`src/rtl/spi_byte_pkg.sv`:
```
package spi_byte_pkg;

    typedef enum logic [1:0] {
        DIV_4   = 2'd0,
        DIV_16  = 2'd1,
        DIV_64  = 2'd2,
        DIV_128 = 2'd3
    } spi_div_e;

    // one-cycle SCK edge events, whatever the clock source
    typedef struct packed {
        logic rise;
        logic fall;
    } sck_edge_t;

    // slave pins after synchronization; ss_n in the LSB
    typedef struct packed {
        logic sck;
        logic mosi;
        logic ss_n;
    } slave_pins_t;

    localparam int MAX_HALF = 64;

    // system clocks per SCK half period
    function automatic int half_period(spi_div_e d);
        case (d)
            DIV_4:   return 2;
            DIV_16:  return 8;
            DIV_64:  return 32;
            default: return 64;
        endcase
    endfunction

endpackage

```
`src/rtl/spi_sync.sv`:
```
module spi_sync #(
    parameter int          W       = 3,
    parameter int          STAGES  = 2,
    parameter logic [W-1:0] RST_VAL = '0
) (
    input  logic         clk,
    input  logic         rst,
    input  logic [W-1:0] d,
    output logic [W-1:0] q
);
    logic [W-1:0] stg [STAGES];

    always_ff @(posedge clk) begin
        if (rst) begin
            for (int i = 0; i < STAGES; i++) stg[i] <= RST_VAL;
        end else begin
            stg[0] <= d;
            for (int i = 1; i < STAGES; i++) stg[i] <= stg[i-1];
        end
    end

    assign q = stg[STAGES-1];
endmodule

```
`src/rtl/spi_sck_src.sv`:
```
module spi_sck_src
    import spi_byte_pkg::*;
#(
    parameter int MAXH = MAX_HALF
) (
    input  logic      clk,
    input  logic      rst,
    input  logic      master,
    input  logic      run,
    input  logic      restart,
    input  spi_div_e  div_sel,
    input  logic      sck_s,
    output logic      sck_q,
    output sck_edge_t ev
);
    localparam int CW = $clog2(MAXH);

    logic [CW-1:0] cnt;
    logic [CW-1:0] cnt_end;
    logic          prev;
    logic          tick;

    assign cnt_end = CW'(half_period(div_sel) - 1);
    assign tick    = master && run && (cnt == cnt_end);

    always_ff @(posedge clk) begin
        if (rst) begin
            cnt   <= '0;
            sck_q <= 1'b0;
            prev  <= 1'b0;
        end else begin
            prev <= sck_s;
            if (!master || !run || restart) begin
                cnt   <= '0;
                sck_q <= 1'b0;
            end else if (tick) begin
                cnt   <= '0;
                sck_q <= ~sck_q;
            end else begin
                cnt <= cnt + 1'b1;
            end
        end
    end

    always_comb begin
        if (master) begin
            ev.rise = tick && !sck_q;
            ev.fall = tick && sck_q;
        end else begin
            ev.rise = sck_s && !prev;
            ev.fall = !sck_s && prev;
        end
    end
endmodule

```
`src/rtl/spi_shift_core.sv`:
```
module spi_shift_core
    import spi_byte_pkg::*;
#(
    parameter int W = 8
) (
    input  logic         clk,
    input  logic         rst,
    input  logic         master,
    input  logic         sel,
    input  sck_edge_t    ev,
    input  logic         mosi_s,
    input  logic         miso_in,
    input  logic         wr_en,
    input  logic [W-1:0] wr_data,
    output logic         busy,
    output logic         accept,
    output logic         collide,
    output logic         finish,
    output logic [W-1:0] rx_word,
    output logic         msb
);
    localparam int             BW   = $clog2(W);
    localparam logic [BW-1:0]  LAST = BW'(W - 1);

    logic [W-1:0]  shreg;
    logic [BW-1:0] bit_cnt;
    logic          mid;
    logic          samp;
    logic          active;
    logic [W-1:0]  shift_samp;
    logic [W-1:0]  shift_live;

    assign shift_samp = {shreg[W-2:0], samp};
    assign shift_live = {shreg[W-2:0], mosi_s};

    assign busy    = master ? active : (sel && ((bit_cnt != '0) || mid));
    assign finish  = master ? (active && ev.fall && (bit_cnt == LAST))
                            : (sel && ev.rise && (bit_cnt == LAST));
    // the completing cycle is open for the next byte
    assign accept  = wr_en && (!busy || finish);
    assign collide = wr_en && busy && !finish;
    assign rx_word = master ? shift_samp : shift_live;
    assign msb     = shreg[W-1];

    always_ff @(posedge clk) begin
        if (rst) begin
            shreg   <= '0;
            bit_cnt <= '0;
            mid     <= 1'b0;
            samp    <= 1'b0;
            active  <= 1'b0;
        end else begin
            if (master) begin
                mid <= 1'b0;
                if (active && ev.rise) samp <= miso_in;
                if (active && ev.fall) begin
                    shreg   <= shift_samp;
                    bit_cnt <= bit_cnt + 1'b1;
                    if (bit_cnt == LAST) begin
                        active  <= 1'b0;
                        bit_cnt <= '0;
                    end
                end
            end else begin
                active <= 1'b0;
                if (!sel) begin
                    bit_cnt <= '0;
                    mid     <= 1'b0;
                end else if (ev.rise) begin
                    if (bit_cnt == LAST) begin
                        shreg   <= shift_live;
                        bit_cnt <= '0;
                        mid     <= 1'b0;
                    end else begin
                        samp <= mosi_s;
                        mid  <= 1'b1;
                    end
                end else if (ev.fall && mid) begin
                    shreg   <= shift_samp;
                    bit_cnt <= bit_cnt + 1'b1;
                    mid     <= 1'b0;
                end
            end
            // a new byte overrides the shift of the completing one
            if (accept) begin
                shreg <= wr_data;
                if (master) begin
                    active  <= 1'b1;
                    bit_cnt <= '0;
                end
            end
        end
    end
endmodule

```
`src/rtl/spi_flags.sv`:
```
module spi_flags #(
    parameter int N = 2
) (
    input  logic         clk,
    input  logic         rst,
    input  logic [N-1:0] set,
    input  logic         stat_rd,
    input  logic         data_acc,
    output logic [N-1:0] flag
);
    logic [N-1:0] arm;

    always_ff @(posedge clk) begin
        if (rst) begin
            flag <= '0;
            arm  <= '0;
        end else begin
            for (int i = 0; i < N; i++) begin
                if (set[i])                     flag[i] <= 1'b1;
                else if (data_acc && arm[i])    flag[i] <= 1'b0;
                if (stat_rd)                    arm[i]  <= flag[i];
                else if (data_acc)              arm[i]  <= 1'b0;
            end
        end
    end
endmodule

```
`src/rtl/spi_byte_port.sv`:
```
module spi_byte_port
    import spi_byte_pkg::*;
#(
    parameter int DATA_W      = 8,
    parameter int SYNC_STAGES = 2
) (
    input  logic              clk,
    input  logic              rst,
    input  logic              cfg_master,
    input  logic [1:0]        cfg_div,
    input  logic              bus_wr,
    input  logic [DATA_W-1:0] bus_wdata,
    input  logic              bus_rd_data,
    input  logic              bus_rd_stat,
    output logic [DATA_W-1:0] rdata,
    output logic              stat_done,
    output logic              stat_coll,
    output logic              sck_out,
    output logic              sck_drive,
    output logic              mosi_out,
    input  logic              miso_in,
    input  logic              sck_in,
    input  logic              ss_n_in,
    input  logic              mosi_in,
    output logic              miso_out,
    output logic              miso_drive
);
    localparam int NFLAG = 2;
    localparam int F_DONE = 0;
    localparam int F_COLL = 1;

    slave_pins_t       pin_raw;
    slave_pins_t       pin_s;
    logic              slave_sel;
    sck_edge_t         sck_ev;
    logic              sck_q;
    logic              core_busy;
    logic              core_accept;
    logic              core_collide;
    logic              core_finish;
    logic [DATA_W-1:0] core_rx;
    logic              core_msb;
    logic [NFLAG-1:0]  flag_set;
    logic [NFLAG-1:0]  flag_q;

    assign pin_raw = '{sck: sck_in, mosi: mosi_in, ss_n: ss_n_in};

    // ss_n resets to deselected
    spi_sync #(
        .W       ($bits(slave_pins_t)),
        .STAGES  (SYNC_STAGES),
        .RST_VAL (3'b001)
    ) u_sync (
        .clk (clk),
        .rst (rst),
        .d   (pin_raw),
        .q   (pin_s)
    );

    assign slave_sel = !pin_s.ss_n;

    spi_sck_src #(
        .MAXH (MAX_HALF)
    ) u_sck (
        .clk     (clk),
        .rst     (rst),
        .master  (cfg_master),
        .run     (core_busy),
        .restart (core_accept),
        .div_sel (spi_div_e'(cfg_div)),
        .sck_s   (pin_s.sck),
        .sck_q   (sck_q),
        .ev      (sck_ev)
    );

    spi_shift_core #(
        .W (DATA_W)
    ) u_core (
        .clk     (clk),
        .rst     (rst),
        .master  (cfg_master),
        .sel     (slave_sel),
        .ev      (sck_ev),
        .mosi_s  (pin_s.mosi),
        .miso_in (miso_in),
        .wr_en   (bus_wr),
        .wr_data (bus_wdata),
        .busy    (core_busy),
        .accept  (core_accept),
        .collide (core_collide),
        .finish  (core_finish),
        .rx_word (core_rx),
        .msb     (core_msb)
    );

    assign flag_set[F_DONE] = core_finish;
    assign flag_set[F_COLL] = core_collide;

    spi_flags #(
        .N (NFLAG)
    ) u_flags (
        .clk      (clk),
        .rst      (rst),
        .set      (flag_set),
        .stat_rd  (bus_rd_stat),
        .data_acc (bus_wr || bus_rd_data),
        .flag     (flag_q)
    );

    always_ff @(posedge clk) begin
        if (rst)              rdata <= '0;
        else if (core_finish) rdata <= core_rx;
    end

    assign stat_done  = flag_q[F_DONE];
    assign stat_coll  = flag_q[F_COLL];
    assign sck_out    = cfg_master && sck_q;
    assign sck_drive  = cfg_master;
    assign mosi_out   = cfg_master && core_msb;
    assign miso_drive = !cfg_master && slave_sel;
    assign miso_out   = miso_drive && core_msb;
endmodule

```
`config.mk`:
```
export PLATFORM = sky130hd
export DESIGN_NAME = spi_byte_port
export DESIGN_NICKNAME = d
export VERILOG_FILES = /design/src/rtl/spi_byte_pkg.sv /design/src/rtl/spi_sync.sv /design/src/rtl/spi_sck_src.sv /design/src/rtl/spi_shift_core.sv /design/src/rtl/spi_flags.sv /design/src/rtl/spi_byte_port.sv
export SDC_FILE = /design/constraint.sdc
export NUM_CORES = 1
export LEC_CHECK = 0
export BUFFER_PORTS_ARGS = -buffer_cell sky130_fd_sc_hd__buf_2
export CAP_MARGIN = 20
export CORE_MARGIN = 1
export CORE_UTILIZATION = 25
export CTS_CLUSTER_SIZE = 12
export DETAILED_ROUTE_END_ITERATION = 8
export GPL_TIMING_DRIVEN = 0
export SLEW_MARGIN = 20
export SYNTH_ARGS = -nofsm -noshare
export SYNTH_HDL_FRONTEND = slang
export SYNTH_SLANG_ARGS = --single-unit
```
`constraint.sdc`:
```
create_clock -name clk -period 1.9 [get_ports clk]
set_input_delay 0 -clock clk [delete_from_list [all_inputs] [get_ports clk]]
set_output_delay 0 -clock clk [all_outputs]
set_load 0.02 [all_outputs]
```
==> flow_metrics.env, run 1 <==
export IMPL_status="finished with violations"
export IMPL_violations="negative setup slack"
export IMPL_post_route_util_pct=35.7
export IMPL_ys_top_cells_by_count="dfxtp_1, nand2_1, mux2i_1, a21oi_1, nor2_1"
export IMPL_netlist_area_um2=2040
export IMPL_yosys_area_share_xor_xnor_pct=3.00
export IMPL_timing_final_crit_share_pct=101
export IMPL_io_pins=35
export IMPL_io_buffers=33
export IMPL_startpoint_type="flop"
export IMPL_clk_path_buf_depth=2
export IMPL_reg2reg_to="u_core.bit_cnt[2]"
export IMPL_synth_edff_count=0
export IMPL_h_tree_depth=2
export IMPL_hold_viol=0
export IMPL_path_clk_slew_ns=0.08
export IMPL_synth_area_leaders="dfxtp_1, mux2i_1, nand2_1, ha_1, a21oi_1"
export IMPL_setup_slack_ns=-0.0198
export IMPL_hold_class="input pin to flop"
export IMPL_dieArea_um2=8540
export IMPL_r2r_start="u_sck.cnt[1]"
export IMPL_muxShareOfSynthArea_pct=9.37
export IMPL_drt_iter0_markers=59
export IMPL_worstMarginPinSlew_ns=0.594
export IMPL_ys_ff_latch=40
export IMPL_clk_latency_ns=0.30
export IMPL_drv_cap=0
export IMPL_antenna_cells=0
export IMPL_ys_flop_type="dfxtp_1"
export IMPL_synth_top_family_by_area="simple AND/OR/NAND/NOR gates"
export IMPL_relSlewSlack_pct=60.3
export IMPL_rows=32
export IMPL_root_buffer="clkbuf_8"
export IMPL_netlist_instances=227
export IMPL_rsz0062_at_grt="true"
export IMPL_vias_per_cell=4.57
export IMPL_grt_max_degree=13
export IMPL_die_w_um=92.4
export IMPL_p_leak_nw=1.11
export IMPL_synthSimpleGateAreaFrac_pct=21.6
export IMPL_cp_arrival_ns=2.11
export IMPL_fmax_mhz=521
export IMPL_grt_pass1_vias=1728
export IMPL_vias=1801
export IMPL_fin_nets=317
export IMPL_hold_path_depth=2
export IMPL_synth_warnings=0
export IMPL_synthAdderAreaFrac_pct=3.67
export IMPL_cts_sinks=40
export IMPL_layoutNonFillerInstCount=394
export IMPL_synth_top_cell_by_area="dfxtp_1"
export IMPL_area_growth_syn_to_layout_pct=36.4
export IMPL_finalMaxSlewViolations=0
export IMPL_grt_pass1_wl_mm=8.24
export IMPL_r2r_slack_ns=-0.02
export IMPL_syn_num_nets=253
export IMPL_total_power_mw=1.76
export IMPL_fin_skew_ns=0.00846
export IMPL_crit_fanout=5
export IMPL_setup_viol=2
export IMPL_placed_cells=362
export IMPL_ff2ff_path_depth=7
export IMPL_cp_end_kind="flop"
export IMPL_postLayoutCellArea_um2=2790
export IMPL_grt_antenna_before_repair=0
export IMPL_grt_total_usage_pct=12.4
export IMPL_avgSynthCellArea_um2=9.00
export IMPL_fin_crit_ns=1.92
export IMPL_post_route_drc_count=0
export IMPL_drive_gt1_share_pct=28.1
export IMPL_die_y_um=92.4
export IMPL_ir_worst_vdd_mv=0.261
export IMPL_fill_cells=815
export IMPL_p_per_area_nw_per_um2=630
export IMPL_yosys_area_top_type_share_pct=39.2
export IMPL_ant_nets=0
export IMPL_synth_seq_area_share_pct=39.2
export IMPL_crit_type="flop to flop"
export IMPL_yosysMostFrequentCell="dfxtp_1"
export IMPL_placed_cell_area_um2=2340
export IMPL_core_area_um2=7810
export IMPL_synth_compound_area_share_pct=18.0
export IMPL_wire_per_inst_um=12.5
export IMPL_cts_tree="yes"
export IMPL_grt_overflow=0
export IMPL_synth_cell_types=53
export IMPL_synth_async_reset_ratio_pct=0
export IMPL_first_pass_iters=4
export IMPL_worstHoldEndpoint="u_flags.flag[1]"
export IMPL_wirelength_mm=4.92
export IMPL_required_ns=2.09
export IMPL_hpwl_mm=3.39
export IMPL_gp_congestion=0.824
export IMPL_cts_made_buffers=5
export IMPL_start_util_pct=26.2
export IMPL_holdCritStartpoint="rst"
flip-flops by register name, indices dropped and copies added (netlist names), 2 cells and up:
name and cells:
rdata 8, u_flags.arm 2, u_core.shreg 8, u_core.bit_cnt 3, u_flags.flag 2, u_sck.cnt 6, u_sync.stg 6
layout make-up:
type | count | area [um2] | area share, %
multi-input combinational | 166 | 1250 | 44.8
timing repair buffer | 57 | 395 | 14.2
tap | 102 | 128 | 4.58
sequential | 40 | 802 | 28.8
buffer | 10 | 65.1 | 2.33
inverter | 11 | 41.3 | 1.48
clock buffer | 6 | 72.6 | 2.60
clock inverter | 2 | 35.0 | 1.26
repair_timing:
action / in CTS / in global routing
cloned: 2 / 0
setup buffers: 3 / 6
hold endpoints to repair: 13 / 0
pin swaps: 6 / 6
endpoints found under the setup margin: 23 / 28
resized for setup: 17 / 11
hold buffers: 13 / 0
critical path: stages, from the launching register on:
cell	delay, ns
dfxtp_2	0.33
or4_4	0.48
a211oi_4	0.21
buf_6	0.16
buf_6	0.12
and2_4	0.15
a41oi_2	0.09
a32o_1	0.27
metrics by stage:
step	setup TNS, ns	hold slack [ns]	setup slack [ns]
2_1_floorplan	0	0.0716	0.0209
3_3_place_gp	-5.19	0.184	-0.338
3_5_place_dp	-5.22	0.186	-0.391
4_1_cts	-0.0272	0.0256	-0.0272
5_1_grt	-0.603	0.0371	-0.0629
6_report	-0.0250	0.0246	-0.0198
layer usage:
metal | vias to the layer above | GRT usage (%) | wire (um)
met3 | 6 | 3.04 | 257
met5 | - | 0 | 0
li1 | 933 | - | -
met2 | 44 | 20.5 | 2300
met4 | 0 | 4.69 | 74
met1 | 818 | 15.4 | 2280
cells by family after synthesis:
family	after synthesis
and+or+nand+nor	82
AOI/OAI and AO/OA	52
DFF	40
buffers and inverters	21
muxes	19
xor gates and xnor gates	7
adders and majority gates	6
power breakdown:
part           total [mW]  internal (mW)  leakage (nW)  switching (mW)
combinational       0.185         0.0858         0.733          0.0991
sequential          0.878          0.861         0.326          0.0176
clock               0.692          0.390        0.0552           0.302
layout by cell type (no fill, tap or decap), types with 3 or more instances in the layout:
cell type	netlist	final
a21oi_1	14	13
a21oi_4	0	3
and2_1	4	4
buf_2	1	35
buf_4	1	8
buf_6	3	5
clkbuf_1	5	6
clkbuf_8	0	5
dfxtp_1	40	39
dlygate4sd3_1	0	13
ha_1	6	6
inv_1	10	10
mux2i_1	18	17
nand2_1	23	23
nand2b_1	3	3
nand3_1	8	6
nor2_1	14	14
nor2b_1	7	7
nor3b_1	3	3
nor4_1	3	3
o21ai_0	7	6
o31ai_1	7	7
or2_2	3	3
xor2_1	4	4
how the worst max path moves through the flow:
stage	startpoint	endpoint	slack [ns]
6_report	u_sck.cnt[1]	u_core.bit_cnt[2]	-0.02
5_1_grt	u_sck.cnt[1]	u_core.shreg[6]	-0.06
4_1_cts	u_sck.cnt[1]	u_core.bit_cnt[2]	-0.03
3_5_place_dp	cfg_div[1]	u_core.active	-0.39
3_3_place_gp	cfg_div[1]	u_core.shreg[1]	-0.34
2_1_floorplan	u_sck.cnt[1]	u_core.bit_cnt[2]	0.02
Note: power is estimated with default switching activity, not from simulation.
==> inputs of run 2 (changes only) <==
- CORE_UTILIZATION: 25 -> 50
- PLACE_DENSITY: not set -> 0.75
==> run 2 against run 1 <==
- the flow still finishes with violations (negative setup slack)
- combinational power rose by 23%
- clock power is 0.9% higher
- fmax fell by 3.6%
- final cell count is 13% lower
- global-route usage up 12 points
- setup slack got worse by 0.071 ns
- via count grew 6.3%
- cell area up 2.1%
- wire length grew 11%
- count of clock-buffer cells in the layout decreased by 1
- critical endpoint is now u_core.shreg[6]
- largest cell class unchanged
- largest power group unchanged
==> flow_metrics.env, run 2 (synthesis results as in run 1) <==
export IMPL_status="finished with violations"
export IMPL_violations="negative setup slack"
export IMPL_die_w_um=65.9
export IMPL_fmax_mhz=502
export IMPL_worstMarginPinSlew_ns=0.744
export IMPL_reg_top3="rdata (8), u_core.shreg (8)"
export IMPL_cp_slowest_cell="or4_4"
export IMPL_ir_worst_vdd_mv=0.440
export IMPL_slowest_delay_ns=0.49
export IMPL_fin_nets=320
export IMPL_h_tree_depth=2
export IMPL_antenna_cells=0
export IMPL_gp_congestion=0.846
export IMPL_grt_antenna_before_repair=0
export IMPL_hold_class="input pin to flop"
export IMPL_vias_per_cell=5.58
export IMPL_grt_max_degree=14
export IMPL_fin_crit_ns=1.99
export IMPL_grt_pass1_vias=1755
export IMPL_io_pins=35
export IMPL_p_per_area_nw_per_um2=635
export IMPL_hpwl_mm=3.08
export IMPL_setup_slack_ns=-0.0907
export IMPL_grt_pass1_wl_mm=8.05
export IMPL_dieArea_um2=4350
export IMPL_wire_per_inst_um=15.9
export IMPL_ant_nets=0
export IMPL_path_cells="or4_4 -> a211oi_4 -> buf_4 -> a21oi_4 -> o31ai_1 -> a21oi_2"
export IMPL_setup_viol=21
export IMPL_drv_cap=0
export IMPL_grt_overflow=0
export IMPL_rows=22
export IMPL_vias=1915
export IMPL_post_route_drc_count=0
export IMPL_grt_total_usage_pct=24.5
export IMPL_first_pass_iters=4
export IMPL_hold_ws_ns=0.0249
export IMPL_core_area_um2=3800
export IMPL_io_buffers=33
export IMPL_total_power_mw=1.81
export IMPL_clk_path_buf_depth=2
export IMPL_drive_gt1_share_pct=36.6
export IMPL_path_clk_slew_ns=0.08
export IMPL_cp_end_kind="flop"
export IMPL_p_leak_nw=1.16
export IMPL_placed_cells=308
export IMPL_tns_ns=-1.05
export IMPL_drt_iter0_markers=139
export IMPL_root_buffer="clkbuf_8"
export IMPL_area_growth_syn_to_layout_pct=39.2
export IMPL_cp_arrival_ns=2.17
export IMPL_fin_skew_ns=0.00857
export IMPL_start_util_pct=53.8
export IMPL_rsz0062_at_grt="true"
export IMPL_cts_tree="yes"
export IMPL_relSlewSlack_pct=50.4
export IMPL_layoutNonFillerInstCount=343
export IMPL_wirelength_mm=5.46
export IMPL_crit_type="flop to flop"
export IMPL_layout_commonest_cell="dfxtp_1"
export IMPL_startpoint_type="flop"
export IMPL_finalMaxSlewViolations=0
export IMPL_crit_fanout=4
export IMPL_cts_sinks=40
export IMPL_hold_viol=0
export IMPL_detailedPlace_worstSlack_ns=-0.346
export IMPL_cts_made_buffers=5
export IMPL_die_y_um=65.9
export IMPL_clk_latency_ns=0.30
export IMPL_final_cell_mix="dfxtp_1, buf_2, nand2_1, mux2i_1, nor2_1"
export IMPL_timing_final_crit_share_pct=105
export IMPL_required_ns=2.08
[run 2: changes by cell type in the layout (fill, tap and decap cells not counted), sizes merged]
cell         previous run  this run
buf                    49        53
clkinvlp                0         1
dlygate4sd3            13        12
clkbuf                 11        10
[run 2: critical path, delay by kind of cell (launching register included)]
kind,cells,cell delay [ns]
DFF,1,0.33
and+or+nand+nor,1,0.49
buffers and inverters,1,0.18
AOI/OAI and AO/OA,4,0.88
[run 2: report_power, final]
group	switching (mW)	internal [mW]	total, mW
clock network	0.309	0.388	0.698
registers	0.0193	0.861	0.880
logic	0.126	0.102	0.228
total	0.455	1.35	1.81
[run 2: final cells by class]
cell class	instances	area [um2]
fill	242	955
clock inverter	3	42.5
sequential	40	803
buffer	10	65.1
multi-input combinational	166	1340
timing repair buffer	60	420
clock buffer	5	68.8
tap	48	60.1
inverter	11	41.3
[run 2: per-stage QoR]
| stage | cell area, um2 | util, % |
|---|---|---|
| 4_1_cts | 2650 | 69.8 |
| 5_1_grt | 2840 | 74.9 |
| 2_1_floorplan | 2040 | - |
| 6_report | 2840 | 74.9 |
| 3_3_place_gp | 2270 | 59.7 |
| 3_5_place_dp | 2270 | 59.7 |
[run 2: worst paths after layout]
kind | start | to | slack (ns) | depth (start not counted)
max | u_sck.cnt[1] | u_core.shreg[6] | -0.09 | 6
min | rst | u_flags.flag[1] | 0.02 | 2
max reg2reg | u_sck.cnt[1] | u_core.shreg[6] | -0.09 | 6
min reg2reg | u_sync.stg[0][0] | u_sync.stg[0][3] | 0.42 | 1
[run 2: what timing repair did]
item | CTS | global route
hold buffers | 12 | 0
hold endpoints to repair | 12 | 0
buffers inserted | 11 | 2
endpoints found under the setup margin | 23 | 29
gates resized for setup | 14 | 42
cloned | 1 | 1
pin swaps | 3 | 14
[run 2: routing by layer]
layer  routed length [um]  vias to the layer above  track usage [%]
li1                     -                      944                -
met1                 2360                      897             30.9
met2                 2720                       60             39.9
met3                  251                       14             5.00
met4                  125                        0             10.6
met5                    0                        -                0
